### src/rtl/wake_irq_pkg.sv
`timescale 1ns/1ps
package wake_irq_pkg;
  localparam int REG_W = 32;
  localparam int OFF_STATUS   = 'h310;
  localparam int OFF_ENABLE   = 'h314;
  localparam int OFF_CLEAR    = 'h318;
  localparam int OFF_ROUTE    = 'h31C;
  localparam int OFF_CFG_BASE = 'h330;
  localparam int CFG_STRIDE   = 8;
  localparam int CFG_LVL_BIT  = 0;
  localparam int CFG_MODE_LSB = 1;
  localparam int CFG_RST_BIT  = 4;
  localparam int PER_PASS_LSB = 0;
  localparam int PIN_PASS_LSB = 8;
  localparam int PER_WAKE_LSB = 16;
  localparam int PIN_WAKE_LSB = 24;
  localparam logic [2:0] TRIG_LVL_LO = 3'd0;
  localparam logic [2:0] TRIG_LVL_HI = 3'd1;
  localparam logic [2:0] TRIG_FALL   = 3'd2;
  localparam logic [2:0] TRIG_RISE   = 3'd3;
  localparam logic [2:0] TRIG_NONE   = 3'd4;
  localparam logic [2:0] TRIG_ANY    = 3'd6;
endpackage

### src/rtl/wake_pin_unit.sv
`timescale 1ns/1ps
module wake_pin_unit
  import wake_irq_pkg::*;
#(
  parameter int SYNC_STAGES = 2
) (
  input  logic       clk,
  input  logic       rst,
  input  logic       pin_async_i,
  input  logic       cfg_we_i,
  input  logic [2:0] cfg_mode_i,
  input  logic       cfg_clr_hist_i,
  output logic       level_o,
  output logic [2:0] mode_o,
  output logic       evt_o
);
  logic [SYNC_STAGES-1:0] sync_q;
  logic                   prev_q;
  logic [2:0]             mode_q;

  always_ff @(posedge clk) begin
    if (rst) begin
      sync_q <= '0;
      prev_q <= 1'b0;
      mode_q <= TRIG_NONE;
    end else begin
      sync_q <= {sync_q[SYNC_STAGES-2:0], pin_async_i};
      prev_q <= sync_q[SYNC_STAGES-1];
      if (cfg_we_i) mode_q <= cfg_mode_i;
    end
  end

  assign level_o = sync_q[SYNC_STAGES-1];
  assign mode_o  = mode_q;

  always_comb begin
    case (mode_q)
      TRIG_LVL_LO: evt_o = ~level_o;
      TRIG_LVL_HI: evt_o = level_o;
      TRIG_FALL:   evt_o = prev_q & ~level_o;
      TRIG_RISE:   evt_o = ~prev_q & level_o;
      TRIG_ANY:    evt_o = prev_q ^ level_o;
      default:     evt_o = 1'b0;
    endcase
  end

  // edge events agree with the previous synchronised sample
  assert_rise_edge_R2: assert property (@(posedge clk) disable iff (rst)
    (mode_q == TRIG_RISE && evt_o) |-> (level_o && !$past(level_o)));
  assert_fall_edge_R2: assert property (@(posedge clk) disable iff (rst)
    (mode_q == TRIG_FALL && evt_o) |-> (!level_o && $past(level_o)));
  // codes without a trigger stay silent whatever the pin does
  assert_silent_code_R2: assert property (@(posedge clk) disable iff (rst)
    (mode_q == TRIG_NONE || mode_q == 3'd5 || mode_q == 3'd7) |-> !evt_o);
endmodule

### src/rtl/wake_route_out.sv
`timescale 1ns/1ps
module wake_route_out #(
  parameter int NUM_PINS   = 4,
  parameter int NUM_PERIPH = 3
) (
  input  logic                  clk,
  input  logic                  rst,
  input  logic [NUM_PINS-1:0]   status_i,
  input  logic [NUM_PINS-1:0]   enable_i,
  input  logic [NUM_PINS-1:0]   pin_pass_i,
  input  logic [NUM_PINS-1:0]   pin_wake_i,
  input  logic [NUM_PERIPH-1:0] per_pass_i,
  input  logic [NUM_PERIPH-1:0] per_wake_i,
  input  logic [NUM_PERIPH-1:0] periph_irq_i,
  output logic                  wake_irq_o,
  output logic [NUM_PINS-1:0]   pin_irq_o,
  output logic [NUM_PERIPH-1:0] periph_irq_o,
  output logic                  wake_req_o
);
  logic [NUM_PINS-1:0] live;
  assign live = status_i & enable_i;

  always_ff @(posedge clk) begin
    if (rst) begin
      wake_irq_o   <= 1'b0;
      pin_irq_o    <= '0;
      periph_irq_o <= '0;
      wake_req_o   <= 1'b0;
    end else begin
      wake_irq_o   <= |live;
      pin_irq_o    <= live & pin_pass_i;
      periph_irq_o <= periph_irq_i & per_pass_i;
      wake_req_o   <= (|(status_i & pin_wake_i)) | (|(periph_irq_i & per_wake_i));
    end
  end

  // a rising shared interrupt needs a qualified pending bit the cycle before
  assert_irq_source_R4: assert property (@(posedge clk) disable iff (rst)
    $rose(wake_irq_o) |-> $past(|(status_i & enable_i)));
  // no peripheral passes whose route bit was clear
  assert_periph_gate_R7: assert property (@(posedge clk) disable iff (rst)
    !(|(periph_irq_o & ~$past(per_pass_i))));
  // a wake request always has a routed source behind it
  assert_wake_source_R8: assert property (@(posedge clk) disable iff (rst)
    wake_req_o |-> $past((|pin_wake_i) || (|per_wake_i)));
endmodule

### src/rtl/wake_irq_ctrl.sv
`timescale 1ns/1ps
module wake_irq_ctrl
  import wake_irq_pkg::*;
#(
  parameter int NUM_PINS    = 4,
  parameter int NUM_PERIPH  = 3,
  parameter int ADDR_W      = 12,
  parameter int SYNC_STAGES = 2
) (
  input  logic                  clk,
  input  logic                  rst,
  input  logic [NUM_PINS-1:0]   wake_pin_i,
  input  logic [NUM_PERIPH-1:0] periph_irq_i,
  input  logic                  bus_sel_i,
  input  logic                  bus_wr_i,
  input  logic [ADDR_W-1:0]     bus_addr_i,
  input  logic [REG_W-1:0]      bus_wdata_i,
  output logic [REG_W-1:0]      bus_rdata_o,
  output logic                  wake_irq_o,
  output logic [NUM_PINS-1:0]   pin_irq_o,
  output logic [NUM_PERIPH-1:0] periph_irq_o,
  output logic                  wake_req_o
);
  localparam int MODE_W = 3;

  logic wr_en, rd_en, hit_en, hit_clr, hit_route;
  logic [NUM_PINS-1:0]   status_q, enable_q, pin_pass_q, pin_wake_q;
  logic [NUM_PINS-1:0]   pin_evt, pin_lvl, cfg_we, cfg_rst;
  logic [NUM_PERIPH-1:0] per_pass_q, per_wake_q;
  logic [MODE_W-1:0]     pin_mode [NUM_PINS];
  logic [REG_W-1:0]      rd_word;
  logic                  unused_wdata;

  assign wr_en     = bus_sel_i & bus_wr_i;
  assign rd_en     = bus_sel_i & ~bus_wr_i;
  assign hit_en    = wr_en && (bus_addr_i == ADDR_W'(OFF_ENABLE));
  assign hit_clr   = wr_en && (bus_addr_i == ADDR_W'(OFF_CLEAR));
  assign hit_route = wr_en && (bus_addr_i == ADDR_W'(OFF_ROUTE));
  assign unused_wdata = ^bus_wdata_i;

  for (genvar n = 0; n < NUM_PINS; n++) begin : g_pin
    assign cfg_we[n]  = wr_en && (bus_addr_i == ADDR_W'(OFF_CFG_BASE + n * CFG_STRIDE));
    assign cfg_rst[n] = cfg_we[n] & bus_wdata_i[CFG_RST_BIT];

    wake_pin_unit #(.SYNC_STAGES(SYNC_STAGES)) u_pin (
      .clk            (clk),
      .rst            (rst),
      .pin_async_i    (wake_pin_i[n]),
      .cfg_we_i       (cfg_we[n]),
      .cfg_mode_i     (bus_wdata_i[CFG_MODE_LSB +: MODE_W]),
      .cfg_clr_hist_i (cfg_rst[n]),
      .level_o        (pin_lvl[n]),
      .mode_o         (pin_mode[n]),
      .evt_o          (pin_evt[n])
    );

    // an event is never lost, even against a clear write
    assert_set_wins_R3: assert property (@(posedge clk) disable iff (rst)
      (pin_evt[n] && !cfg_rst[n]) |=> status_q[n]);
    // a clear with no competing event drops the bit
    assert_clear_drops_R3: assert property (@(posedge clk) disable iff (rst)
      (hit_clr && bus_wdata_i[n] && !pin_evt[n] && !cfg_rst[n]) |=> !status_q[n]);
    // the config reset bit empties the pending bit
    assert_cfg_reset_R6: assert property (@(posedge clk) disable iff (rst)
      cfg_rst[n] |=> !status_q[n]);
  end

  always_ff @(posedge clk) begin
    if (rst) begin
      enable_q   <= '0;
      pin_pass_q <= '0;
      pin_wake_q <= '0;
      per_pass_q <= '0;
      per_wake_q <= '0;
    end else begin
      if (hit_en) enable_q <= bus_wdata_i[NUM_PINS-1:0];
      if (hit_route) begin
        per_pass_q <= bus_wdata_i[PER_PASS_LSB +: NUM_PERIPH];
        pin_pass_q <= bus_wdata_i[PIN_PASS_LSB +: NUM_PINS];
        per_wake_q <= bus_wdata_i[PER_WAKE_LSB +: NUM_PERIPH];
        pin_wake_q <= bus_wdata_i[PIN_WAKE_LSB +: NUM_PINS];
      end
    end
  end

  always_ff @(posedge clk) begin
    if (rst) begin
      status_q <= '0;
    end else begin
      for (int n = 0; n < NUM_PINS; n++) begin
        if (cfg_rst[n])                    status_q[n] <= 1'b0;
        else if (pin_evt[n])               status_q[n] <= 1'b1;
        else if (hit_clr && bus_wdata_i[n]) status_q[n] <= 1'b0;
      end
    end
  end

  always_comb begin
    rd_word = '0;
    if (bus_addr_i == ADDR_W'(OFF_STATUS)) rd_word[NUM_PINS-1:0] = status_q;
    if (bus_addr_i == ADDR_W'(OFF_ENABLE)) rd_word[NUM_PINS-1:0] = enable_q;
    if (bus_addr_i == ADDR_W'(OFF_ROUTE)) begin
      rd_word[PER_PASS_LSB +: NUM_PERIPH] = per_pass_q;
      rd_word[PIN_PASS_LSB +: NUM_PINS]   = pin_pass_q;
      rd_word[PER_WAKE_LSB +: NUM_PERIPH] = per_wake_q;
      rd_word[PIN_WAKE_LSB +: NUM_PINS]   = pin_wake_q;
    end
    for (int n = 0; n < NUM_PINS; n++) begin
      if (bus_addr_i == ADDR_W'(OFF_CFG_BASE + n * CFG_STRIDE)) begin
        rd_word[CFG_MODE_LSB +: MODE_W] = pin_mode[n];
        rd_word[CFG_LVL_BIT]            = pin_lvl[n];
      end
    end
  end

  always_ff @(posedge clk) begin
    if (rst)        bus_rdata_o <= '0;
    else if (rd_en) bus_rdata_o <= rd_word;
  end

  wake_route_out #(.NUM_PINS(NUM_PINS), .NUM_PERIPH(NUM_PERIPH)) u_out (
    .clk          (clk),
    .rst          (rst),
    .status_i     (status_q),
    .enable_i     (enable_q),
    .pin_pass_i   (pin_pass_q),
    .pin_wake_i   (pin_wake_q),
    .per_pass_i   (per_pass_q),
    .per_wake_i   (per_wake_q),
    .periph_irq_i (periph_irq_i),
    .wake_irq_o   (wake_irq_o),
    .pin_irq_o    (pin_irq_o),
    .periph_irq_o (periph_irq_o),
    .wake_req_o   (wake_req_o)
  );
endmodule

### config.mk
export PLATFORM = sky130hd
export DESIGN_NAME = wake_irq_ctrl
export DESIGN_NICKNAME = d
export VERILOG_FILES = /design/src/rtl/wake_irq_pkg.sv /design/src/rtl/wake_pin_unit.sv /design/src/rtl/wake_route_out.sv /design/src/rtl/wake_irq_ctrl.sv
export SDC_FILE = /design/constraint.sdc
export NUM_CORES = 1
export LEC_CHECK = 0
export ABC_CLOCK_PERIOD_IN_PS = 3900
export BUFFER_PORTS_ARGS = -buffer_cell sky130_fd_sc_hd__buf_4
export CORE_MARGIN = 4
export CORE_UTILIZATION = 50
export CTS_CLUSTER_SIZE = 25
export DETAILED_ROUTE_END_ITERATION = 10
export HOLD_SLACK_MARGIN = 0.08
export PLACE_DENSITY = 0.77
export SYNTH_ARGS = -nofsm -noshare
export SYNTH_HDL_FRONTEND = slang
export SYNTH_HIERARCHICAL = 1
export SYNTH_SLANG_ARGS = --single-unit
### constraint.sdc
create_clock -name clk -period 3.9 [get_ports clk]
set_input_delay 0.39 -clock clk [delete_from_list [all_inputs] [get_ports clk]]
set_output_delay 0.39 -clock clk [all_outputs]
set_load 0.05 [all_outputs]
# Word-level counts from Yosys, hierarchy flattened
# Index checks and enable logic that the tools add are counted.
# Widths: inputs -> output; s select.
op_classes:
  reduce_logical: 26
  mux: 22
  n_bitwise: 33
  n_eq_ne: 24
op_table:
  columns: ["op", "n"]
  rows:
  - ["$eq 12x10->1 const B", 8]
  - ["$mux 4", 8]
  - ["$eq 3x2->1 const B", 8]
  - ["$pmux 1 s5", 4]
  - ["$and 1x1->1", 14]
  - ["$and 4x4->4", 3]
  - ["$eq 3x1->1 const B", 4]
  - ["$eq 3x3->1 const B", 4]
  - ["$logic_not 3->1", 4]
  - ["$logic_and 1x1->1", 11]
  - ["$not 1->1", 9]
  - ["$mux 1", 8]
  - ["$reduce_bool 2->1", 4]
  - ["$reduce_or 2->1", 4]
  - ["$reduce_or 4->1", 2]
  - ["$and 3x3->3", 2]
  - ["$mux 3", 2]
  - ["$xor 1x1->1", 4]
  - ["$reduce_or 3->1", 1]
  - ["$or 1x1->1", 1]
word_totals:
  register_bits: 70
  elab_cells: 131
  inputBits: 55
  out_inout_bits: 41

# Logic depth before layout (Yosys ltp)
# Gate-level depths: netlist (run 1).
logic_depth:
  word_depth: 8
  ltp_mapped: 7
  mapped_depth_nobuf: 7

# Cells and area by module
# The synthesis (run 1) kept the hierarchy.
by_module_without_submodules:
  columns: ["module", "cells_each", "n_inst", "seq_area_each_um2", "area_each_um2"]
  rows:
  - ["wake_irq_ctrl", 244, 1, 740.7, 2009.4]
  - ["wake_pin_unit", 24, 4, 120.1, 260.2]
  - ["wake_route_out", 28, 1, 180.2, 294.0]

# Worst setup path after synthesis (run 1)
# Ideal clock, no wire load.
synth_timing:
  kind: "input port to flip-flop"
  from: "input bus_addr_i[1]"
  to: "register g_pin[1].u_pin.mode_q[2]"
  setup_time_ns: 0.120
  required_time_ns: 3.780
  slack_ns: 1.550
  arrival_ns: 2.230
  stages: 7
  path_buffers: 2
  cell_sequence: "or4_1 buf_2 or4_4 buf_6 nor2_1 nor2b_1 a211o_1"
synth_via:
  elab_chain_cells: 2
synth_lines:
  columns: ["item", "line_no", "text"]
  rows:
  - ["from (decl)", "wake_irq_ctrl.sv:16", "input logic [ADDR_W-1:0] bus_addr_i,"]
  - ["$eq 12x10->1", "wake_irq_ctrl.sv:42", "assign cfg_we[n] = wr_en && (bus_addr_i == ADDR_W'(OFF_CFG_BASE + n * CFG_STRIDE));"]
  - ["$logic_and 1x1->1", "wake_irq_ctrl.sv:42", null]
  - ["net cfg_we[1]", "wake_irq_ctrl.sv:28", "logic [NUM_PINS-1:0] pin_evt, pin_lvl, cfg_we, cfg_rst;"]
  - ["to (signal assigned)", "wake_pin_unit.sv:29", "if (cfg_we_i) mode_q <= cfg_mode_i;"]
  - ["to (decl)", "wake_pin_unit.sv:19", "logic [2:0] mode_q;"]
# The timed path passes the listed nets, and every way through them passes these cells.
# A chain may end at the register's enable or synchronous reset.

# Worst setup path in the final report (run 1)
layout_timing:
  from: "input bus_addr_i[0]"
  to: "register g_pin[0].u_pin.mode_q[1]"
layout_via:
  elab_chain_cells: 2
layout_lines:
  columns: ["item", "line_no"]
  rows:
  - ["$eq 12x10->1", "wake_irq_ctrl.sv:42"]
  - ["$logic_and 1x1->1", "wake_irq_ctrl.sv:42"]
  - ["net cfg_we[0]", "wake_irq_ctrl.sv:28"]
  - ["to (signal assigned)", "wake_pin_unit.sv:29"]
  - ["to (decl)", "wake_pin_unit.sv:19"]
# The timed path passes the listed nets, and every way through them passes these cells.

==> metrics, run 1 <==
Hold Worst Slack 0.246 ns; CP Data Required Time roughly 4 ns; Final Total Pwr 1.50 mW; ANT nets after route 0; Non-Filler Instances ~500; Layout fillers around 560; area grow syn2layout 19.3%; Worst Clk Skew 0.00900 ns; Worst setup SP type input pin; Lkg Pwr 1.52 nW; Inserted Clock Buffers 9; clock buffer depth 2; crit path kind in -> reg; Iter 0 DRT Violations 227; initial antenna violation count 0; WL met3 about 580 µm; Die Wd 89.6 µm; synthesized instance count 364; max-slew violations 0; GRT overflow 0; Top Metal Used met4; setup violators final 0; share of post-route cells with drive strength above 1 0.228; fin crit share 0.579; CTS clk-pin slew, worst paths 0.08 ns; diode count 0; worst min path class in -> reg; Setup Fix Bufs, Post-CTS 0; synthesized cell area roughly 0.0033 mm²; Pwr per Cell Area between 300 and 400 mW/mm²; min Tclk post-route 2.26 ns; pin count of the biggest net entering global routing 71; vias between 2000 and 3000; Final Wtd Congestion 0.859; Worst-Margin Slew 0.995 ns; RSZ-0062 raised after global routing no; Initial DRT Pass Iterations 5; Hold Buf Count CTS 0; outcome completed; I/O pins 96; relative slew slack 0.334; core area 0.00642 mm²; I/O Buffers 62; VDD IR-drop max between 200 and 250 µV; cells resized by post-CTS repair 0; Die Ht 89.6 µm; DRT Wirelength 8180 µm; Post-layout nets between 400 and 500; vias in the first global route 2680; M1 WL 3580 µm; die area 0.00802 mm²; CTS tree yes; drt drc 0; Mean Syn Cell Area 9.14 µm²; metal2 WL 3920 µm; Crit path arrival time 2.47 ns; Fin. Hold Viols 0; Synth Warn # 6; row count 29; Setup Total Neg Slack 0 ns; global-route wire length before repair between 10000 and 15000 µm; Clock Sinks 70; post-DP HPWL roughly 5700 µm; CP Capture Type flip-flop; initial core utilization 0.518; All-Layer GR Usage 0.213; Placed Cells 486; Wirelength per Cell 16.3 µm; vias per cell 5.76; clock root buffer clkbuf_8; CP Max Fanout 21; fmax between 400 and 500 MHz; number of H-tree levels 3; Max Cap Viol 0; Worst-Skew Late Latency around 0.35 ns
[registers in the layout, indices dropped and copies added, names as in the netlist, 4 cells and up]
signal / count
pin_pass_q: 4
g_pin.u_pin/prev_q: 4
bus_rdata_o: 15
enable_q: 4
status_q: 4
g_pin.u_pin/sync_q: 8
u_out/pin_irq_o: 4
pin_wake_q: 4
g_pin.u_pin/mode_o: 12
[worst max-delay path, stage by stage]
cell and delay (ns):
buf_4 0.12, or4_1 0.67, or4_4 0.69, nor2_1 0.32, mux2i_1 0.22, nor2_1 0.06
[metrics by stage]
| stage | cell area, µm² | utilization | setup slack [ns] |
|---|---|---|---|
| 5_1_grt | 3970 | 0.618 | 1.53 |
| 3_5_place_dp | 3750 | 0.584 | 1.28 |
| 4_1_cts | 3970 | 0.618 | 1.64 |
| 6_report | 3970 | 0.618 | 1.64 |
| 2_1_floorplan | 3390 | - | 1.55 |
| 3_3_place_gp | 3750 | 0.584 | 1.32 |
[worst paths after layout]
check / from / endpoint / slack (ns) / cells past startpoint
hold / removal: wake_pin_i[3] / g_pin[3].u_pin/sync_q[0] / 0.25 / 2
setup / recovery: bus_addr_i[0] / g_pin[0].u_pin/mode_o[1] / 1.64 / 6
setup reg to reg: g_pin[2].u_pin/sync_q[1] / status_q[2] / 2.15 / 7
hold reg to reg: g_pin[1].u_pin/sync_q[0] / g_pin[1].u_pin/sync_q[1] / 0.44 / 1
[per-layer routing]
metal,GRT usage,up-vias
li1,-,1409
met1,0.280,1347
met2,0.340,124
met3,0.0584,11
met4,0.0677,0
met5,0,-
[where the power goes]
| group | switching, mW | total [mW] | leakage (nW) | internal [mW] |
|---|---|---|---|---|
| clock | 0.280 | 0.642 | 0.114 | 0.362 |
| combinational | 0.0931 | 0.135 | 0.837 | 0.0423 |
| sequential | 0.00311 | 0.722 | 0.566 | 0.719 |
| total | 0.377 | 1.50 | 1.52 | 1.12 |
[placed cells by master, fill, tap and decap left out, types with 5 or more instances in the layout]
cell type / instances
nand3_1: 19
mux2i_1: 11
inv_1: 14
a21oi_1: 26
nand2b_1: 5
o21ai_0: 5
ha_1: 8
o21ai_1: 18
clkbuf_8: 9
o31ai_1: 7
nor2b_1: 15
nand2_1: 12
nor2_1: 39
buf_4: 66
a32oi_1: 11
conb_1: 17
dfxtp_1: 70
nor3b_1: 7
[layout make-up]
class,instances,area (µm²),share of cell area
clock buffer,9,124,0.0312
clock inverter,7,96.3,0.0243
inverter,14,52.6,0.0132
multi-input combinational,259,1700,0.429
sequential,70,1400,0.353
tap,77,96.3,0.0243
timing repair buffer,66,495,0.125
Power figures use the tool's default switching activity.
==> run 2, diff against run 1 <==
--- a/config.mk
+++ b/config.mk
@@ -5,14 +5,14 @@
 export SDC_FILE = /design/constraint.sdc
 export NUM_CORES = 1
 export LEC_CHECK = 0
-export ABC_CLOCK_PERIOD_IN_PS = 3900
+export ABC_CLOCK_PERIOD_IN_PS = 2000
 export BUFFER_PORTS_ARGS = -buffer_cell sky130_fd_sc_hd__buf_4
 export CORE_MARGIN = 4
-export CORE_UTILIZATION = 50
+export CORE_UTILIZATION = 47
 export CTS_CLUSTER_SIZE = 25
 export DETAILED_ROUTE_END_ITERATION = 10
 export HOLD_SLACK_MARGIN = 0.08
-export PLACE_DENSITY = 0.77
+export PLACE_DENSITY = 0.76
 export SYNTH_ARGS = -nofsm -noshare
 export SYNTH_HDL_FRONTEND = slang
 export SYNTH_HIERARCHICAL = 1
==> constraint.sdc (replaced) <==
create_clock -name clk -period 2 [get_ports clk]
set_input_delay 0.2 -clock clk [delete_from_list [all_inputs] [get_ports clk]]
set_output_delay 0.2 -clock clk [all_outputs]
set_load 0.05 [all_outputs]
==> run 2 against run 1 <==
  * Clock skew is 0.0019 ns higher
  * Combinational power is 110% higher
  * Total power is 99% higher
  * Routed wire length is 2.5% higher
  * Final area is 4.6% higher
  * First-iteration DRC count is 26% lower
  * Critical path type is now reg -> reg
  * Critical endpoint is now status_q[2]
  * Largest cell class unchanged
==> metrics, run 2 (synthesis results as in run 1) <==
crit-path max cell delay 0.42 ns (was 0.69 ns); Iter 0 DRT Violations 167 (was 227); Worst Clk Skew 0.0109 ns (was 0.00900 ns); crit path kind reg -> reg (was in -> reg); initial antenna violation count 0 (unchanged); initial core utilization 0.487 (was 0.518); core area 0.00683 mm² (was 0.00642 mm²); fin crit share 0.908; CP Capture Type flip-flop (unchanged); vias 2990 (was 2891); final setup margin 0.184 ns (was 1.64 ns); GRT overflow 0 (unchanged); max reg flops 15 (unchanged); met1 usage 0.261 (was 0.280); outcome completed (unchanged); row count 30 (was 29); CP Max Fanout 4 (was 21); I/O Buffers 62 (unchanged); Setup Fix Bufs, Post-CTS 0 (unchanged); area grow syn2layout 24.8% (was 19.3%); critical path cell sequence inv_1 > ha_1 > o21ai_0 > o211ai_2 > o31ai_1 > nor2b_1 > a2111oi_0 (was buf_4 > or4_1 > or4_4 > nor2_1 > mux2i_1 > nor2_1); CP max-delay cell dfxtp_1 (was or4_4); Post-layout nets 500 (was 483); Fin. Hold Viols 0 (unchanged); Wirelength per Cell 15.6 µm (was 16.3 µm); vias per cell 5.56 (was 5.76); most common cell after layout, fill and taps aside buf_4 (was dfxtp_1); vias in the first global route 2666 (was 2680); met3 GRT Util 0.0468 (was 0.0584); share of post-route cells with drive strength above 1 0.253 (was 0.228); global-route wire length before repair 13200 µm (was 13000 µm); Pwr per Cell Area 717 mW/mm² (was 378 mW/mm²); VDD IR-drop max 366 µV (was 220 µV); Final Wtd Congestion 0.863 (was 0.859); Hold Worst Slack 0.113 ns (was 0.246 ns); max-slew violations 0 (unchanged); Hold Buf Count CTS 4 (was 0); Initial DRT Pass Iterations 5 (unchanged); min Tclk post-route about 1.8 ns; diode count 0 (unchanged); Worst setup SP type flip-flop (was input pin); Largest Register bus_rdata_o (unchanged); clock root buffer clkbuf_8 (unchanged); All-Layer GR Usage 0.196 (was 0.213); pin count of the biggest net entering global routing 71 (unchanged); post-DP HPWL 5960 µm (was 5750 µm); pre-CTS worst setup slack -0.0610 ns (was 1.28 ns); relative slew slack 0.496 (was 0.334); Worst-Skew Late Latency 0.34 ns (was 0.35 ns); clock buffer depth 2 (unchanged); GR Util met2 0.314 (was 0.340); number of H-tree levels 3 (unchanged); DRT Wirelength 8380 µm (was 8180 µm); worst min path class in -> reg (unchanged); Lkg Pwr 1.59 nW (was 1.52 nW); Inserted Clock Buffers 9 (unchanged); Die Ht 92.1 µm (was 89.6 µm); drt drc 0 (unchanged); setup violators final 0 (unchanged); die area 0.00849 mm² (was 0.00802 mm²); CP Data Required Time 2.22 ns (was 4.11 ns); CTS clk-pin slew, worst paths 0.08 ns (about the same); Max Cap Viol 0 (unchanged); busiest grt layer met2 (unchanged); fmax ~550 MHz; CTS tree yes (unchanged); Die Wd 92.1 µm (was 89.6 µm); RSZ-0062 raised after global routing no (unchanged); Worst-Margin Slew 0.753 ns (was 0.995 ns); cells resized by post-CTS repair 0 (unchanged); I/O pins 96 (unchanged); most frequent cells in the layout buf_4, dfxtp_1, nor2_1 (was dfxtp_1, buf_4, nor2_1); Crit path arrival time 2.04 ns (was 2.47 ns); ANT nets after route 0 (unchanged); Clock Sinks 70 (unchanged)
-- run 2: cell types whose count changed in the layout (fill, tap and decap cells not counted) --
cell           previous run  this run
buf_4                    66        79
dlygate4sd3_1             0         4
clkinv_2                  2         0
inv_6                     1         3
nor2_1                   39        37
nor2_4                    0         2
clkinv_4                  2         1
clkinvlp_4                0         1
-- run 2: worst max-delay path, delay by kind of cell (launching register included) --
family,cells,cell delay [ns]
buffers and inverters,1,0.09
adders and majority gates,1,0.30
AOI/OAI and AO/OA,4,0.82
DFF,1,0.42
and+or+nand+nor,1,0.08
-- run 2: power breakdown --
part           switching, mW  internal (mW)  total (mW)
registers            0.00610           1.40        1.41
logic                  0.184         0.0925       0.277
clock network          0.576          0.717        1.29
-- run 2: path summary, 6_finish.rpt --
| check | startpoint | endpoint | slack [ns] | cells after the start |
|---|---|---|---|---|
| max reg2reg | g_pin[2].u_pin/sync_q[1] | status_q[2] | 0.18 | 7 |
| max | g_pin[2].u_pin/sync_q[1] | status_q[2] | 0.18 | 7 |
| min reg2reg | g_pin[0].u_pin/sync_q[0] | g_pin[0].u_pin/sync_q[1] | 0.44 | 1 |
| min | bus_wdata_i[24] | pin_wake_q[0] | 0.11 | 3 |
-- run 2: layout make-up --
type                       count  area, µm²
fill                         619       2680
tap                           96        120
inverter                      14       52.6
timing repair buffer          83        633
multi-input combinational    259       1720
sequential                    70       1400
clock inverter                 7        103
clock buffer                   9        124
-- run 2: stage by stage --
stage | utilization | cells | TNS [ns] | instance area (µm²) | power, mW
after floorplan | - | 380 | 0 | 3410 | 1.63
after global placement | 0.569 | 518 | -0.617 | 3890 | 1.70
after detailed placement | 0.569 | 518 | -0.790 | 3890 | 1.71
after CTS | 0.608 | 538 | 0 | 4150 | 2.99
after global routing | 0.608 | 538 | 0 | 4150 | 3.06
final | 0.608 | 538 | 0 | 4150 | 2.98
-- run 2: per-layer routing --
layer	wire length, µm	vias to the layer above	part of all wire
met1	3660	1439	0.44
met3	534	11	0.064
met4	109	0	0.013
li1	-	1440	-
met5	0	-	0
met2	4070	100	0.49
==> run 3, diff against run 2 <==
--- a/config.mk
+++ b/config.mk
@@ -5,14 +5,14 @@
 export SDC_FILE = /design/constraint.sdc
 export NUM_CORES = 1
 export LEC_CHECK = 0
-export ABC_CLOCK_PERIOD_IN_PS = 2000
+export ABC_CLOCK_PERIOD_IN_PS = 1900
 export BUFFER_PORTS_ARGS = -buffer_cell sky130_fd_sc_hd__buf_4
 export CORE_MARGIN = 4
-export CORE_UTILIZATION = 47
+export CORE_UTILIZATION = 50
 export CTS_CLUSTER_SIZE = 25
 export DETAILED_ROUTE_END_ITERATION = 10
 export HOLD_SLACK_MARGIN = 0.08
-export PLACE_DENSITY = 0.76
+export PLACE_DENSITY = 0.77
 export SYNTH_ARGS = -nofsm -noshare
 export SYNTH_HDL_FRONTEND = slang
 export SYNTH_HIERARCHICAL = 1
==> constraint.sdc (replaced) <==
create_clock -name clk -period 1.9 [get_ports clk]
set_input_delay 0.19 -clock clk [delete_from_list [all_inputs] [get_ports clk]]
set_output_delay 0.19 -clock clk [all_outputs]
set_load 0.05 [all_outputs]
==> run 3 against run 2 <==
  * Register-to-register slack got worse by 0.03 ns
  * Total power fell by 1.9%
  * Clock power fell by 12%
  * Global-route usage rose by 1.8 points
  * Largest cell class unchanged
  * Largest power group unchanged
==> metrics, run 3 (synthesis results as in run 1) <==
crit path kind reg -> reg (unchanged); worst setup path end status_q[0] (was status_q[2]); initial antenna violation count 0 (unchanged); initial core utilization 0.518 (was 0.487); R2R Setup Slk 0.15 ns (was 0.18 ns); Worst setup SP type flip-flop (unchanged); outcome completed (unchanged); Die Ht 89.6 µm (was 92.1 µm); I/O Buffers 62 (unchanged); CTS clk-pin slew, worst paths 0.09 ns (was 0.08 ns); dpl cell area 0.00388 mm² (was 0.00389 mm²); global-route wire length before repair 13300 µm (was 13200 µm); Pwr per Cell Area 710 mW/mm² (was 717 mW/mm²); core area 0.00642 mm² (was 0.00683 mm²); CP Data Required Time 2.13 ns (was 2.22 ns); worst min path class in -> reg (unchanged); ANT nets after route 0 (unchanged); Fin. Hold Viols 0 (unchanged); min Tclk post-route 1.75 ns (was 1.82 ns); Worst R2R End status_q[0] (was status_q[2]); Top Metal Used met4 (unchanged); Final Total Pwr 2.92 mW (was 2.98 mW); Max Cap Viol 0 (unchanged); Worst-Skew Late Latency 0.35 ns (was 0.34 ns); RR Startpoint g_pin[0].u_pin/sync_q[1] (was g_pin[2].u_pin/sync_q[1]); Largest Register bus_rdata_o (unchanged); vias 3020 (was 2990); GRT overflow 0 (unchanged); Iter 0 DRT Violations 302 (was 167); drt drc 0 (unchanged); most common cell after layout, fill and taps aside buf_4 (unchanged); CP Max Fanout 4 (unchanged); Lkg Pwr 1.58 nW (was 1.59 nW); row count 29 (was 30); crit path launch g_pin[0].u_pin/sync_q[1] (was g_pin[2].u_pin/sync_q[1]); VDD IR-drop max 562 µV (was 366 µV); fmax 572 MHz (was 551 MHz); max-slew violations 0 (unchanged); clock buffer depth 2 (unchanged); diode count 0 (unchanged); share of post-route cells with drive strength above 1 0.259 (was 0.253); Crit path arrival time 1.98 ns (was 2.04 ns); vias per cell 5.80 (was 5.56); post-DP HPWL 5970 µm (was 5960 µm); CTS tree yes (unchanged); max reg flops 15 (unchanged); relative slew slack 0.516 (was 0.496); die area 0.00802 mm² (was 0.00849 mm²); number of H-tree levels 3 (unchanged); M1 WL 3800 µm (was 3660 µm); Worst Clk Skew 0.0208 ns (was 0.0109 ns); Setup Fix Bufs, Post-CTS 0 (unchanged); metal2 WL 3950 µm (was 4070 µm); Wirelength per Cell 16.0 µm (was 15.6 µm); Final Wtd Congestion 0.901 (was 0.863); Worst-Margin Slew 0.723 ns (was 0.753 ns); CP Capture Type flip-flop (unchanged); Die Wd 89.6 µm (was 92.1 µm); RSZ-0062 raised after global routing no (unchanged); setup violators final 0 (unchanged); WL met3 476 µm (was 534 µm); Post-layout nets 502 (was 500); fin crit share 0.921 (was 0.908); Initial DRT Pass Iterations 5 (unchanged); Setup Total Neg Slack 0 ns (unchanged); pin count of the biggest net entering global routing 71 (unchanged); I/O pins 96 (unchanged); Inserted Clock Buffers 9 (unchanged); All-Layer GR Usage 0.215 (was 0.196); clock root buffer clkbuf_8 (unchanged); reg2reg path depth 7 (unchanged); most frequent cells in the layout buf_4, dfxtp_1, nor2_1 (unchanged); design area 0.00412 mm² (was 0.00415 mm²); DRT Wirelength 8340 µm (was 8380 µm); Clock Sinks 70 (unchanged); area grow syn2layout 23.7% (was 24.8%); vias in the first global route 2805 (was 2666)
[run 3: per-layer routing]
layer | track usage | vias to the layer above
met3 | 0.0474 | 11
met2 | 0.337 | 101
met4 | 0.0785 | 0
li1 | - | 1448
met5 | 0 | -
met1 | 0.289 | 1460
[run 3: per-stage QoR]
stage	util	hold slack [ns]	cells	setup WS, ns
2_1_floorplan	-	0.257	380	-0.0691
3_3_place_gp	0.604	0.400	500	-0.0354
3_5_place_dp	0.604	0.409	500	-0.0677
4_1_cts	0.641	0.0891	521	0.125
5_1_grt	0.641	0.0914	521	0.0311
6_report	0.641	0.0958	521	0.151
[run 3: final cells by class]
| class | count | area, µm² |
|---|---|---|
| repair buffers | 85 | 651 |
| clock inverters | 7 | 61.3 |
| clock buffers | 9 | 124 |
| flip-flops and latches | 70 | 1400 |
| fillers | 558 | 2310 |
| inverters | 14 | 52.6 |
| multi-input cells | 259 | 1730 |
| well taps | 77 | 96.3 |
[run 3: critical path, cell delays in order, from the launching register on]
cell and delay (ns):
dfxtp_1 0.41, inv_1 0.09, ha_1 0.20, mux2_4 0.27, o211ai_2 0.14, o31ai_1 0.14, nand2b_1 0.17, o221a_2 0.22
[run 3: where the power goes]
group | total, mW | switching, mW | internal [mW]
combinational | 0.300 | 0.198 | 0.102
clock | 1.14 | 0.638 | 0.501
sequential | 1.48 | 0.00642 | 1.48
[run 3: what timing repair did]
action                                  in CTS  in global routing
endpoints found under the setup margin       0                  1
endpoints found under the hold margin        5                  0
gates resized for setup                      0                  2
hold buffers                                 5                  0
[run 3: how the worst min path moves through the flow]
stage	startpoint	end	slack, ns	cells past startpoint
floorplan	rst	g_pin[0].u_pin/prev_q	0.26	1
global placement	wake_pin_i[2]	g_pin[2].u_pin/sync_q[0]	0.40	2
detailed placement	wake_pin_i[0]	g_pin[0].u_pin/sync_q[0]	0.41	2
CTS	bus_wdata_i[25]	pin_wake_q[1]	0.09	3
global route	bus_wdata_i[11]	pin_pass_q[3]	0.09	3
finish	bus_wdata_i[25]	pin_wake_q[1]	0.1	3
